File: src/rtl/mon_entry_pkg.sv
package mon_entry_pkg;

  typedef enum logic [1:0] {
    ENTRY_NONE  = 2'd0,
    ENTRY_HV    = 2'd1,
    ENTRY_BLANK = 2'd2
  } entryKind_e;

  typedef struct packed {
    logic countEn;
    logic fastDiv;
    logic tickEn;
  } ctrlStrobes_t;

endpackage

File: src/rtl/mon_entry_ctl.sv
module mon_entry_ctl
  import mon_entry_pkg::*;
#(
  parameter int VEC_W = 8
) (
  input  logic             clk,
  input  logic             rstN,
  input  logic             irqHvDet,
  input  logic             rstHvDet,
  input  logic             divSel,
  input  logic [VEC_W-1:0] vecHi,
  input  logic [VEC_W-1:0] vecLo,
  output logic             monMode,
  output logic             copDisable,
  output ctrlStrobes_t     strobes
);

  localparam logic [VEC_W-1:0] BLANK_BYTE = {VEC_W{1'b1}};

  logic       sampledQ;
  entryKind_e kindQ;
  entryKind_e kindNext;
  logic       fastQ;
  logic       copQ;
  logic       vecBlank;

  assign vecBlank = (vecHi == BLANK_BYTE) && (vecLo == BLANK_BYTE);

  always_comb begin
    if (irqHvDet)      kindNext = ENTRY_HV;
    else if (vecBlank) kindNext = ENTRY_BLANK;
    else               kindNext = ENTRY_NONE;
  end

  always_ff @(posedge clk or negedge rstN) begin
    if (!rstN) begin
      sampledQ <= 1'b0;
      kindQ    <= ENTRY_NONE;
      fastQ    <= 1'b0;
    end else if (!sampledQ) begin
      sampledQ <= 1'b1;
      kindQ    <= kindNext;
      fastQ    <= (kindNext == ENTRY_HV) && !divSel;
    end
  end

  always_ff @(posedge clk or negedge rstN) begin
    if (!rstN) begin
      copQ <= 1'b0;
    end else begin
      case (kindQ)
        ENTRY_HV:    copQ <= irqHvDet | rstHvDet;
        ENTRY_BLANK: copQ <= 1'b1;
        default:     copQ <= 1'b0;
      endcase
    end
  end

  assign monMode         = (kindQ != ENTRY_NONE);
  assign copDisable      = copQ;
  assign strobes.countEn = sampledQ;
  assign strobes.fastDiv = fastQ;
  assign strobes.tickEn  = (kindQ != ENTRY_NONE);

  // the decision is frozen once taken
  a_r12_mode_held: assert property (@(posedge clk) disable iff (!rstN)
    sampledQ |=> ($stable(kindQ) && $stable(fastQ)));

  // the fast divisor only exists under high-voltage entry
  a_r3_fast_only_hv: assert property (@(posedge clk) disable iff (!rstN)
    fastQ |-> (kindQ == ENTRY_HV));

  // blank entry keeps the watchdog off
  a_r10_blank_cop: assert property (@(posedge clk) disable iff (!rstN)
    (kindQ == ENTRY_BLANK) |=> copDisable);

  // no entry never disables the watchdog
  a_r7_idle_cop: assert property (@(posedge clk) disable iff (!rstN)
    (sampledQ && kindQ == ENTRY_NONE) |=> !copDisable);

endmodule

File: src/rtl/mon_entry_dp.sv
module mon_entry_dp
  import mon_entry_pkg::*;
#(
  parameter int SLOW_DIV = 4,
  parameter int FAST_DIV = 2,
  parameter int BAUD_DIV = 256
) (
  input  logic         clk,
  input  logic         rstN,
  input  ctrlStrobes_t strobes,
  output logic         busClkEn,
  output logic         baudTick
);

  localparam int PRE_W  = (SLOW_DIV > 1) ? $clog2(SLOW_DIV) : 1;
  localparam int BAUD_W = (BAUD_DIV > 1) ? $clog2(BAUD_DIV) : 1;
  localparam logic [PRE_W-1:0]  FAST_LAST = PRE_W'(FAST_DIV - 1);
  localparam logic [PRE_W-1:0]  SLOW_LAST = PRE_W'(SLOW_DIV - 1);
  localparam logic [BAUD_W-1:0] BAUD_LAST = BAUD_W'(BAUD_DIV - 1);

  logic [PRE_W-1:0]  preCnt;
  logic [PRE_W-1:0]  preLast;
  logic [BAUD_W-1:0] baudCnt;
  logic              baudWrap;

  assign preLast  = strobes.fastDiv ? FAST_LAST : SLOW_LAST;
  assign busClkEn = strobes.countEn && (preCnt == preLast);

  always_ff @(posedge clk or negedge rstN) begin
    if (!rstN)                preCnt <= '0;
    else if (!strobes.countEn) preCnt <= '0;
    else if (busClkEn)        preCnt <= '0;
    else                      preCnt <= preCnt + 1'b1;
  end

  assign baudWrap = (baudCnt == BAUD_LAST);

  always_ff @(posedge clk or negedge rstN) begin
    if (!rstN)               baudCnt <= '0;
    else if (!strobes.tickEn) baudCnt <= '0;
    else if (busClkEn)       baudCnt <= baudWrap ? '0 : baudCnt + 1'b1;
  end

  assign baudTick = strobes.tickEn && busClkEn && baudWrap;

  // enable never lasts two oscillator cycles
  a_r3_en_gap: assert property (@(posedge clk) disable iff (!rstN)
    busClkEn |=> !busClkEn);

  // tick only on a bus clock and only in monitor mode
  a_r11_tick_on_en: assert property (@(posedge clk) disable iff (!rstN)
    baudTick |-> (busClkEn && strobes.tickEn));

  // ticks are far apart
  a_r11_tick_gap: assert property (@(posedge clk) disable iff (!rstN)
    baudTick |=> !baudTick);

endmodule

File: src/rtl/mon_entry_ctrl.sv
module mon_entry_ctrl
  import mon_entry_pkg::*;
#(
  parameter int VEC_W    = 8,
  parameter int SLOW_DIV = 4,
  parameter int FAST_DIV = 2,
  parameter int BAUD_DIV = 256
) (
  input  logic             clk,
  input  logic             rstN,
  input  logic             irqHvDet,
  input  logic             rstHvDet,
  input  logic             divSel,
  input  logic [VEC_W-1:0] vecHi,
  input  logic [VEC_W-1:0] vecLo,
  output logic             monMode,
  output logic             busClkEn,
  output logic             copDisable,
  output logic             baudTick
);

  ctrlStrobes_t strobes;

  mon_entry_ctl #(.VEC_W(VEC_W)) ctl_i (
    .clk        (clk),
    .rstN       (rstN),
    .irqHvDet   (irqHvDet),
    .rstHvDet   (rstHvDet),
    .divSel     (divSel),
    .vecHi      (vecHi),
    .vecLo      (vecLo),
    .monMode    (monMode),
    .copDisable (copDisable),
    .strobes    (strobes)
  );

  mon_entry_dp #(
    .SLOW_DIV (SLOW_DIV),
    .FAST_DIV (FAST_DIV),
    .BAUD_DIV (BAUD_DIV)
  ) dp_i (
    .clk      (clk),
    .rstN     (rstN),
    .strobes  (strobes),
    .busClkEn (busClkEn),
    .baudTick (baudTick)
  );

  // quiet outputs while held in reset
  a_r1_reset_quiet: assert property (@(posedge clk)
    !rstN |-> (!monMode && !busClkEn && !copDisable && !baudTick));

endmodule

File: config.mk
export PLATFORM = sky130hd
export DESIGN_NAME = mon_entry_ctrl
export DESIGN_NICKNAME = d
export VERILOG_FILES = /design/src/rtl/mon_entry_pkg.sv /design/src/rtl/mon_entry_ctl.sv /design/src/rtl/mon_entry_dp.sv /design/src/rtl/mon_entry_ctrl.sv
export SDC_FILE = /design/constraint.sdc
export NUM_CORES = 1
export LEC_CHECK = 0
export BUFFER_PORTS_ARGS = -buffer_cell sky130_fd_sc_hd__buf_2
export CAP_MARGIN = 20
export CELL_PAD_IN_SITES_DETAIL_PLACEMENT = 0
export CELL_PAD_IN_SITES_GLOBAL_PLACEMENT = 1
export CORE_ASPECT_RATIO = 1.75
export CORE_MARGIN = 3
export CORE_UTILIZATION = 33
export DETAILED_ROUTE_END_ITERATION = 6
export PLACE_DENSITY = 0.72
export SETUP_SLACK_MARGIN = 0.02
export SYNTH_ARGS = -nofsm -noshare
export SYNTH_HDL_FRONTEND = slang
export SYNTH_SLANG_ARGS = --single-unit
File: constraint.sdc
create_clock -name clk -period 1.42 [get_ports clk]
set_input_delay 0 -clock clk [delete_from_list [all_inputs] [get_ports clk]]
set_output_delay 0 -clock clk [all_outputs]
set_load 0.01 [all_outputs]
==> results.txt, run 1 <==
The run finished with clean final reports. The clock passes through at most 2 buffers. The upper clock frequency limit is between 700 and 800 MHz. The static leakage came out at 0.515 nW. The remaining number of nets flagged by the antenna check after routing came out at 0. The horizontal extent of the die came out at 43.8 um. The core area came out at 2330 um2. The startpoint class of the critical path is a flip-flop. The distinct cell type count after synthesis is 32. The cell class contributing the biggest share of worst-path delay is flip-flops. The share of post-route cells with drive strength above 1 came out at 0.378. The net count of the mapped netlist came out at 109. The post-synthesis sequential area ratio is 0.455.

The final worst hold slack is 0.0155 ns. The dominant synthesized flop cell is dfrtp_1. The tool flagged a number of max-cap violations equal to 0. The worst ir drop on vdd came out at 0.000473 V. The number of global-route vias before repair is 778. The total I/O pin count came out at 25.

The worst reg-to-reg setup slack is 0.04 ns. Data on the critical path arrives at its endpoint at 1.50 ns. Entering global routing, the biggest net connects 16 pins. The synthesized design contains 0 enable-type register cells.

TritonCTS built the clock tree. The number of vias per cell came out at 5.29. Dividing the final minimum period by the clock period gives 0.969. The critical path goes through xnor2_2 -> or2_4 -> o311ai_4 -> o31ai_1. For the worst setup path, the data required time is 1.54 ns.

The initial cell density of the core is 0.354. The global-route wire length before repair is between 3 and 4 mm. The final period demand of the worst path is 1.38 ns. The number of iterations in the first detailed-routing pass came out at 4.

The number of flip-flops and latches in the synthesized netlist came out at 15. The Yosys warning count is 0. The average routed wire per standard cell came out at 12.7 um.

The proportion of netlist area held by the largest area contributor is 0.455. The post-synthesis average cell area came out at 9.83 um2. After floorplanning, the core was divided into 23 placement rows. The post-route setup TNS is 0 ns.

The critical path is of the flip-flop to flip-flop type. The sum of net half-perimeters after detailed placement is roughly 1.4 mm. The synthesis-to-layout area growth is 37.4%. The clock tree skew after final layout is 0.000651 ns. The min-delay analysis places its worst path in the category input pin to flip-flop. The largest single stage delay on the critical path is roughly 0.4 ns. The share of flip-flops with an asynchronous set or reset after synthesis is 1.00. The post-detailed-routing wire length is 1.83 mm. The ratio of total power to cell area is 817 nW/um2. The routed layout has approximately 760 vias.

The full die area is about 3200 um2. The latest clock arrival within the worst-skew pair is 0.24 ns. The total number of clock tree sinks is 15.

The final max-slew violation count came out at 0. The initial antenna violation count is 0. The critical path capture point type is a flip-flop. The count of inserted antenna diode cells is 0. Buffers inserted during clock tree synthesis total 3. Synthesis produced a netlist whose cell count is between 80 and 90. The number of buffers and inverters on the critical path is 0. From bottom edge to top edge, the die measures just over 70 um.

Of all nets on the critical path, the largest fanout is 4. In this run the tool buffered the top-level ports with 24 buffer cells. In this run, the number of DRC markers left after iteration 0 of detailed routing was 26. The total count of hold-check failures in the final report is 0. After synthesis, the cell types taking the most area are dfrtp_1, ha_1, nand2_1, xnor2_1, nor2_1. The cell area after technology mapping is ~830 um2.

Setup violations remaining at the end of the flow were counted as 0. The largest total area in the synthesized netlist belongs to dfrtp_1. Leaving out fill and tap cells, the most frequent cell in the layout is buf_2. After detailed routing, the number of remaining DRC violations is 0. The number of levels the H-tree was split into is 1. On the critical path, the stage with the largest delay is an instance of dfrtp_1. The net count reported at finish is 145.

The routability-driven placement congestion ratio is between 0.8 and 0.9. In this run the clock root is driven by a clkbuf_8. Setup repair after global routing could not meet its margin everywhere. Across every metal layer, demand over resource in global routing totals 0.126. The library cells used most frequently in the layout, excluding fill and tap cells, are buf_2, dfrtp_1, nand2_1.

The total overflow reported by the global router came out at 0. After clock tree synthesis, the clock-pin slew on the worst setup and hold paths is about 0.06 ns.
[registers in the layout, summed over array words and instances, names as in the netlist]
name,cells
ctl_i.copDisable,1
ctl_i.fastQ,1
ctl_i.kindQ,2
ctl_i.sampledQ,1
dp_i.baudCnt,8
dp_i.preCnt,2
[metal layers]
layer | up-vias | part of all wire | track usage
li1 | 361 | - | -
met3 | 6 | 0.072 | 0.0298
met2 | 34 | 0.55 | 0.232
met1 | 361 | 0.35 | 0.118
met5 | - | 0 | 0
met4 | 0 | 0.029 | 0.0772
[worst paths after layout]
path                                               start                     endpoint  cells after the start
worst min register to register  dp_i.preCnt[0]$_DFF_PN0_     dp_i.preCnt[0]$_DFF_PN0_                      1
max in group asynchronous                           rstN     dp_i.preCnt[0]$_DFF_PN0_                      2
worst min-delay path                            vecLo[5]   ctl_i.kindQ[1]$_DFFE_PN0N_                      3
worst max-delay path            dp_i.preCnt[1]$_DFF_PN0_  dp_i.baudCnt[7]$_DFFE_PN0P_                      4
min in group asynchronous                           rstN  dp_i.baudCnt[0]$_DFFE_PN0P_                      2
worst max register to register  dp_i.preCnt[1]$_DFF_PN0_  dp_i.baudCnt[7]$_DFFE_PN0P_                      4
[kinds of logic (layout without fill, tap and decap cells)]
family / after synthesis / count (layout) / synth area share
muxes: 1 / 1 / 0.0121
AOI/OAI and AO/OA: 13 / 13 / 0.121
and+or+nand+nor: 40 / 40 / 0.262
other: 1 / 1 / 0.00454
adders and majority gates: 4 / 4 / 0.0606
xor gates and xnor gates: 4 / 4 / 0.0424
DFF: 15 / 15 / 0.455
buffers and inverters: 6 / 41 / 0.0424
[stage by stage]
step | util | total power, mW | instance area (um2) | worst slack (ns) | cells
2_1_floorplan | - | 0.513 | 826 | 0.0493 | 84
3_3_place_gp | 0.426 | 0.571 | 992 | 0.0200 | 135
3_5_place_dp | 0.426 | 0.574 | 992 | 0.000850 | 135
4_1_cts | 0.471 | 0.929 | 1100 | 0.00262 | 144
5_1_grt | 0.487 | 0.969 | 1130 | 0.00114 | 144
6_report | 0.487 | 0.927 | 1130 | 0.0440 | 144
[synthesized netlist by cell type, drive strengths merged, types with 3 or more instances]
master / count
xnor2: 4
inv: 4
a21oi: 4
nor2: 6
ha: 4
dfrtp: 15
and3: 3
nand4: 3
nand2: 12
o21ai: 3
[cell type report]
cell class | instances | area, um2
Clock buffer | 4 | 45.0
Fill cell | 231 | 1200
Inverter | 4 | 20.0
Sequential cell | 15 | 375
Timing Repair Buffer | 33 | 193
Multi-Input combinational cell | 63 | 470
Tap cell | 25 | 31.3
[where the power goes]
group          total [mW]  switching, mW  internal (mW)
Clock               0.344          0.146          0.198
Sequential          0.454         0.0129          0.441
Combinational       0.129         0.0639         0.0650
Total               0.927          0.223          0.705
[worst reg2reg max path, stage by stage, from the launching register on]
cell	delay [ns]
dfrtp_1	0.41
xnor2_2	0.18
or2_4	0.28
o311ai_4	0.28
o31ai_1	0.10
[repair_timing]
action	in CTS	in global routing
endpoints found under the hold margin	16	0
pin swaps	1	1
buffers inserted	3	0
resized for setup	5	4
hold buffers	2	0
setup endpoints to repair	5	6
Note: power is estimated with default switching activity, not from simulation.
==> run 2, diff against run 1 <==
--- a/config.mk
+++ b/config.mk
@@ -9,7 +9,7 @@
 export CAP_MARGIN = 20
 export CELL_PAD_IN_SITES_DETAIL_PLACEMENT = 0
 export CELL_PAD_IN_SITES_GLOBAL_PLACEMENT = 1
-export CORE_ASPECT_RATIO = 1.75
+export CORE_ASPECT_RATIO = 1.1
 export CORE_MARGIN = 3
 export CORE_UTILIZATION = 33
 export DETAILED_ROUTE_END_ITERATION = 6
==> results.txt, run 2 (synthesis gave the netlist of run 1 again) <==
The full die area was 3140 um2 (-0.73%). The core area is 2320 um2 (-0.48%). The area used by sequential logic in the layout came to 375 um2 (unchanged). The horizontal extent of the die is 53.7 um (+23%). The row count was 18 (-22%).

The met2 track demand over resource in global routing came out at 0.247 (+0.0153). The ratio of final minimum period to clock period came out at 0.984 (+0.0150). The data required time at the worst endpoint is 1.42 ns (-0.12 ns). The routability-driven placement congestion ratio is 0.714 (-13%). The upper clock frequency limit came out at 716 MHz (-1.5%).

The final worst hold slack came to 0.0240 ns (+0.00850 ns). The most common cell after layout, fill and taps aside is buf_2. The total count of hold-check failures in the final report is 0 (unchanged). The number of port buffers came to 24 (unchanged). The y dimension of the die came to 58.5 um (-19%).

The number of iterations in the first detailed-routing pass came to 3 (-1). The fill cell total of the finished layout is 235 (+1.7%). The clock-pin transition on the worst setup and hold timing paths came out at 0.09 ns (+0.03 ns). The final max-slew violation count came out at 0 (unchanged). The number of buffers inserted during clock tree synthesis came out at 3 (unchanged).

The static leakage came out at 0.536 nW (+4.0%). The number of flip-flops under the largest register name is 8 (unchanged). The post-route setup TNS was 0 ns (unchanged). The remaining number of nets flagged by the antenna check after routing is 0 (unchanged).

The clock tree buffer depth came out at 2 (unchanged). The final count of negative-setup-slack endpoints came out at 0 (unchanged). The post-detailed-routing wire length is 1.81 mm (-0.71%). The capture endpoint of the worst hold path is ctl_i.copDisable$_DFF_PN0_.

The number of vias per cell is 4.74 (-10%). The critical path capture point type is an output port. The tree is rooted in a clkbuf_4. The total number of vias is 735 (-3.5%). The average routed wire per standard cell is 11.7 um (-7.8%). The endpoint of the worst-slack reg-to-reg timing path is dp_i.baudCnt[6]$_DFFE_PN0P_. The worst ir drop on vdd was 0.000421 V (-11%). The number of stages on the worst hold path is 3 (unchanged). The number of levels the H-tree was split into came out at 1 (unchanged). The total I/O pin count is 25 (unchanged). The initial antenna violation count came out at 0 (unchanged). The global-route wire length before repair is 3.13 mm (+2.9%). The worst setup path is launched from a flip-flop. The global-route total usage across every layer is 0.136 (+0.0100). The busiest layer in global routing is met2. The ratio of total power to cell area is 721 nW/um2 (-12%).

The number of maximum-capacitance violations came out at 0 (unchanged). The area used by multi-input combinational logic came out at 454 um2 (-3.5%). Walking the worst path, the cells encountered are xnor2_1 -> buf_4 -> nor3_4 -> and3_1 -> buf_2. The share of post-route cells with drive strength above 1 is 0.368 (-0.0102).

The clock tree skew after final layout is 0.00372 ns (+0.00307 ns). Leaving out fill and tap cells, the most frequent cells in the layout are buf_2, dfrtp_1, nand2_1. The critical path in this run is classified as flip-flop to output port. The DRC violation count after routing came out at 0 (unchanged).

The start point of the worst hold path is rstHvDet. The arrival time of the worst setup path came out at 1.40 ns (-0.10 ns). The met1 usage in global routing came out at 0.147 (+0.0292). The tightest min-delay check is of the input pin to flip-flop type. The violation count after the first detailed-routing iteration was 3 (-88%).

The worst reg2reg path startpoint is ctl_i.fastQ$_DFFE_PN0N_. The number of global-route vias before repair came out at 778 (unchanged). The biggest cell delay along the critical path came out at 0.40 ns (about the same).

The net count reported at finish is 151 (+4.1%). In the final layout, the registers with the most flip-flops are dp_i.baudCnt (8), ctl_i.kindQ (2), dp_i.preCnt (2). The sum of net half-perimeters after detailed placement came out at 1.37 mm (-4.5%).

Tracing the worst setup path back leads to its startpoint at ctl_i.fastQ$_DFFE_PN0N_. The synthesis-to-layout area growth is 40.3%. The flow ran to the end, and the final reports show no timing, DRC or antenna violations. The maximum fanout along the worst path was 3 (-1). Setup repair after global routing could not meet its margin everywhere. The initial cell density of the core is 0.356 (+0.00172). The final period demand of the worst path was 1.40 ns (+0.0213 ns). The met3 capacity usage during global routing came out at 0.0228 (-0.00699). The largest net degree at the start of global routing came out at 16 (unchanged). The total number of clock tree sinks is 15 (unchanged). The number of cells on the worst reg-to-reg path came to 5 (+1). Counting flops per register, the top entry is dp_i.baudCnt. The worst reg-to-reg setup slack is 0.06 ns (+0.02 ns). The latest clock arrival within the worst-skew pair is 0.28 ns (+0.04 ns). TritonCTS built the clock tree. The total overflow reported by the global router came to 0 (unchanged). The count of inserted antenna diode cells is 0 (unchanged). Among all stages on the critical path, the largest delay is contributed by dfrtp_1.
-- run 2: changes by cell type in the layout (fill, tap and decap cells not counted) --
cell	delta
buf_4	+3
clkbuf_4	+3
clkbuf_8	-3
dlygate4sd3_1	+3
ha_1	+1
ha_4	-1
nand3_2	-1
nand3_4	+1
nor3_2	-1
nor3_4	+1
o311ai_2	+1
o311ai_4	-1
xnor2_1	+1
xnor2_2	-1
-- run 2: worst max-delay path: cells and delay by family, from the launching register on --
family,cells,cell delay (ns)
DFF,1,0.40
and+or+nand+nor,2,0.31
buffers and inverters,2,0.28
xor gates and xnor gates,1,0.14
-- run 2: area by class of cell --
cell class                 instances  share of cell area
sequential                        15               0.324
clock buffer                       4              0.0227
tap                               30              0.0324
multi-input combinational         63               0.392
inverter                           4              0.0173
timing repair buffer              39               0.212
-- run 2: per-stage QoR --
step           total power [mW]  worst slack, ns  instances  area (um2)   util
2_1_floorplan             0.513           0.0493         84         826      -
3_3_place_gp              0.577           0.0874        140         998  0.430
3_5_place_dp              0.578           0.0542        140         998  0.430
4_1_cts                   0.848          -0.0119        154        1140  0.491
5_1_grt                   0.891          -0.0560        155        1160  0.499
6_report                  0.835           0.0226        155        1160  0.499
-- run 2: layer usage --
layer  part of all wire  vias up
met5                  0        -
met4             0.0055        0
met3              0.044        2
met2               0.53       17
met1               0.42      332
li1                   -      384
-- run 2: power by group --
group | switching, mW | internal [mW]
logic | 0.0675 | 0.0758
clock network | 0.132 | 0.109
registers | 0.0103 | 0.440
-- run 2: how the worst max path moves through the flow --
stage                     slack, ns                          end  cells past startpoint
final                          0.02                     baudTick                      5
after global routing          -0.06                     baudTick                      5
after CTS                     -0.01                     baudTick                      5
after detailed placement       0.05  dp_i.baudCnt[7]$_DFFE_PN0P_                      4
after global placement         0.09  dp_i.baudCnt[7]$_DFFE_PN0P_                      4
after floorplan                0.05  dp_i.baudCnt[7]$_DFFE_PN0P_                      5
-- run 2: what timing repair did --
| item | 4_1_cts | 5_1_grt |
|---|---|---|
| buffers inserted | 5 | 1 |
| gates resized for setup | 5 | 2 |
| endpoints found under the hold margin | 18 | 0 |
| endpoints found under the setup margin | 1 | 6 |
| hold buffers | 5 | 0 |
| pin swaps | 3 | 3 |
==> run 3, diff against run 2 <==
--- a/config.mk
+++ b/config.mk
@@ -5,13 +5,14 @@
 export SDC_FILE = /design/constraint.sdc
 export NUM_CORES = 1
 export LEC_CHECK = 0
+export ABC_AREA = 1
 export BUFFER_PORTS_ARGS = -buffer_cell sky130_fd_sc_hd__buf_2
-export CAP_MARGIN = 20
+export CAP_MARGIN = 10
 export CELL_PAD_IN_SITES_DETAIL_PLACEMENT = 0
 export CELL_PAD_IN_SITES_GLOBAL_PLACEMENT = 1
 export CORE_ASPECT_RATIO = 1.1
 export CORE_MARGIN = 3
-export CORE_UTILIZATION = 33
+export CORE_UTILIZATION = 32
 export DETAILED_ROUTE_END_ITERATION = 6
 export PLACE_DENSITY = 0.72
 export SETUP_SLACK_MARGIN = 0.02
==> results.txt, run 3 <==
The area used by sequential logic in the layout is 379 um2 (+1.0%). The min-delay analysis places its worst path in the category input pin to flip-flop. The number of vias per cell is 4.61 (-2.8%). The count of flip-flops with a built-in enable after synthesis came out at 0 (unchanged). The number of maximum-capacitance violations is 0 (unchanged).

The met1 wire length is 897 um (+19%). The final max-slew violation count is 0 (unchanged). The total number of clock tree sinks came out at 15 (unchanged).

The number of buffers inserted during clock tree synthesis is 3 (unchanged). The ratio of total power to cell area came to 678 nW/um2 (-6.0%). The sum of net half-perimeters after detailed placement came out at 1.43 mm (+4.7%).

Grouping stages by cell kind, the critical path spends the most delay in flip-flops. The library cell occupying the most area in the post-synthesis netlist is dfrtp_1. STA classifies the critical path endpoint as an output port. The classification of the worst setup path is flip-flop to output port. The number of cells on the worst reg-to-reg path came out at 8 (+3). The post-synthesis average cell area came out at 7.88 um2 (-20%). The final count of negative-setup-slack endpoints came to 0 (unchanged). The area used by multi-input combinational logic is 470 um2 (+3.6%). The Yosys warning count came out at 0 (unchanged). The row count is 18 (unchanged).

The number of levels the H-tree was split into is 1 (unchanged). Among all stages on the critical path, the largest delay is contributed by dfrtp_1. The latest clock arrival within the worst-skew pair is 0.28 ns (about the same). The distinct cell type count after synthesis is 22 (-31%). The post-route setup TNS came out at 0 ns (unchanged).

The share of flip-flops with an asynchronous set or reset after synthesis came out at 1.00 (unchanged). STA classifies the critical path startpoint as a flip-flop. The dominant synthesized flop cell is dfrtp_1.

The most common cell in the synthesized netlist is nand2_1. The run finished with clean final reports. The detailed-routed wire length on met3 is 81 um (+2.5%). The global-route total usage across every layer came to 0.144 (+0.00848). The violation count after the first detailed-routing iteration came out at 13 (+10). The number of global-route vias before repair was 815 (+4.8%). The average routed wire per standard cell came to 11.3 um (-3.8%). The net count reported at finish is 182 (+21%).

The worst ir drop on vdd came to 0.000442 V (+5.1%). The remaining number of nets flagged by the antenna check after routing is 0 (unchanged). The cell area after technology mapping is 851 um2 (+3.0%). The top cell types in the final layout, fill and taps aside, are nand2_1, buf_2, buf_4.

The data required time at the worst endpoint is 1.42 ns (about the same). The y dimension of the die was 60.1 um (+2.8%). The number of flip-flops and latches in the synthesized netlist is 15 (unchanged). The number of flip-flops under the largest register name was 8 (unchanged).

The number of buffers and inverters on the critical path came out at 3 (+1). The initial antenna violation count was 0 (unchanged). The pre-CTS worst setup slack came out at 0.0747 ns (+0.0205 ns). The total count of hold-check failures in the final report was 0 (unchanged). The synthesis-to-layout area growth came out at 45.1%. The net count of the mapped netlist came out at 133 (+22%). The number of stages on the worst hold path came out at 3 (unchanged). The maximum fanout along the worst path came out at 6 (+3). The static leakage came out at 0.630 nW (+18%). The horizontal extent of the die was 55.2 um (+2.7%). The final period demand of the worst path was 1.35 ns (-0.0428 ns). The ratio of final minimum period to clock period is 0.954 (-0.0301). The largest registers in the layout are dp_i.baudCnt (8), ctl_i.kindQ (2), dp_i.preCnt (2). The number of port buffers came out at 24 (unchanged).

The routability-driven placement congestion ratio is 0.826 (+16%). Leaving out fill and tap cells, the most frequent cell in the layout is nand2_1. The largest register by flop count is dp_i.baudCnt. The setup slack after layout is 0.0654 ns (+0.0428 ns).

The core area came to 2390 um2 (+2.9%). The fill cell total of the finished layout is 243 (+3.4%). The met2 routed wirelength came out at 1.06 mm (+9.1%). The clock tree buffer depth came to 2 (unchanged). The CTS tree is yes. The number of iterations in the first detailed-routing pass came out at 4 (+1). The arrival time of the worst setup path came out at 1.35 ns (-0.05 ns). The total I/O pin count is 25 (unchanged).

The clock tree skew after final layout came out at 0.00248 ns (-0.00124 ns). The biggest cell delay along the critical path is 0.41 ns (about the same). The post-synthesis sequential area ratio is 0.441 (-0.0134). The largest net degree at the start of global routing is 16 (unchanged). The DRC violation count after routing came to 0 (unchanged). The global-route wire length before repair is 3.43 mm (+9.7%). The synthesized instance count is 108 (+29%).

After synthesis, the cell types taking the most area are dfrtp_1, nand2_1, ha_1, inv_1, nand3_1. The post-detailed-routing wire length is 2.10 mm (+15%). The total overflow reported by the global router came out at 0 (unchanged). The full die area came to 3310 um2 (+5.6%). The proportion of netlist area held by the largest area contributor is 0.441 (-0.0134).

The upper clock frequency limit is 738 MHz (+3.2%). The clock-pin transition on the worst setup and hold timing paths came out at 0.09 ns (about the same). The share of post-route cells with drive strength above 1 is 0.378 (+0.0102). Setup repair after global routing could not meet its margin everywhere. The cell sitting at the root of the clock tree is a clkbuf_4. The signal on the critical path passes through inv_1 -> ha_4 -> inv_2 -> and3_1 -> buf_2. The number of logic stages on the critical path including buffering is 5 (unchanged). The count of inserted antenna diode cells came out at 0 (unchanged).

The total number of vias came out at 857 (+17%). The top layer reached by signal wires is met4. After synthesis, the most frequently instantiated cells are nand2_1, dfrtp_1, inv_1.

The initial cell density of the core is 0.356 (+0.000407).
## run 3: cell families (layout without fill, tap and decap cells)
logic type	Yosys count	after routing	share of synthesized area
AND/OR/NAND/NOR	63	63	0.343
adder cells (fa/ha/maj)	4	4	0.0588
AO/OA/AOI/OAI	12	12	0.0838
other	1	1	0.00441
flip-flops	15	15	0.441
XOR/XNOR	2	2	0.0206
buffers and inverters	11	59	0.0485
## run 3: cell type report
class,count,area share
Clock buffer,4,0.0213
Inverter,11,0.0334
Multi-Input combinational cell,82,0.381
Sequential cell,15,0.307
Tap cell,30,0.0304
Timing Repair Buffer,44,0.227
## run 3: metrics by stage
stage | hold WS [ns] | util | cells | power (mW) | area [um2]
6_report | 0.0356 | 0.517 | 186 | 0.837 | 1230
3_5_place_dp | -0.0763 | 0.422 | 162 | 0.570 | 1010
5_1_grt | 0.0353 | 0.517 | 186 | 0.896 | 1230
4_1_cts | 0.0285 | 0.469 | 175 | 0.826 | 1120
3_3_place_gp | -0.0764 | 0.422 | 162 | 0.568 | 1010
2_1_floorplan | -0.296 | - | 108 | 0.515 | 851
## run 3: routing by layer
metal / vias to the layer above / track usage
li1: 444 / -
met1: 389 / 0.175
met2: 18 / 0.230
met3: 6 / 0.0374
met4: 0 / 0.0764
met5: - / 0
## run 3: path summary, 6_finish.rpt
path	end	from	slack, ns
worst min-delay path	ctl_i.copDisable$_DFF_PN0_	rstHvDet	0.04
max in group asynchronous	dp_i.baudCnt[3]$_DFFE_PN0P_	rstN	1.00
worst max-delay path	baudTick	ctl_i.kindQ[1]$_DFFE_PN0N_	0.07
min in group asynchronous	ctl_i.sampledQ$_DFF_PN0_	rstN	0.15
worst min register to register	dp_i.preCnt[0]$_DFF_PN0_	dp_i.preCnt[0]$_DFF_PN0_	0.46
worst max register to register	dp_i.baudCnt[5]$_DFFE_PN0P_	dp_i.baudCnt[0]$_DFFE_PN0P_	0.11
## run 3: tightest hold or removal path, stage by stage
cell and delay, ns:
buf_2 0.08, o21a_1 0.10, o21a_1 0.10
## run 3: repair_timing
action	CTS	global route
gates resized for setup	3	10
endpoints found under the hold margin	18	0
endpoints found under the setup margin	1	5
pin swaps	3	4
setup buffers	5	11
hold buffers	4	0
## run 3: power breakdown
part	switching, mW	internal, mW	total (mW)
Combinational	0.0709	0.0687	0.140
Clock	0.136	0.109	0.245
Sequential	0.0119	0.441	0.452
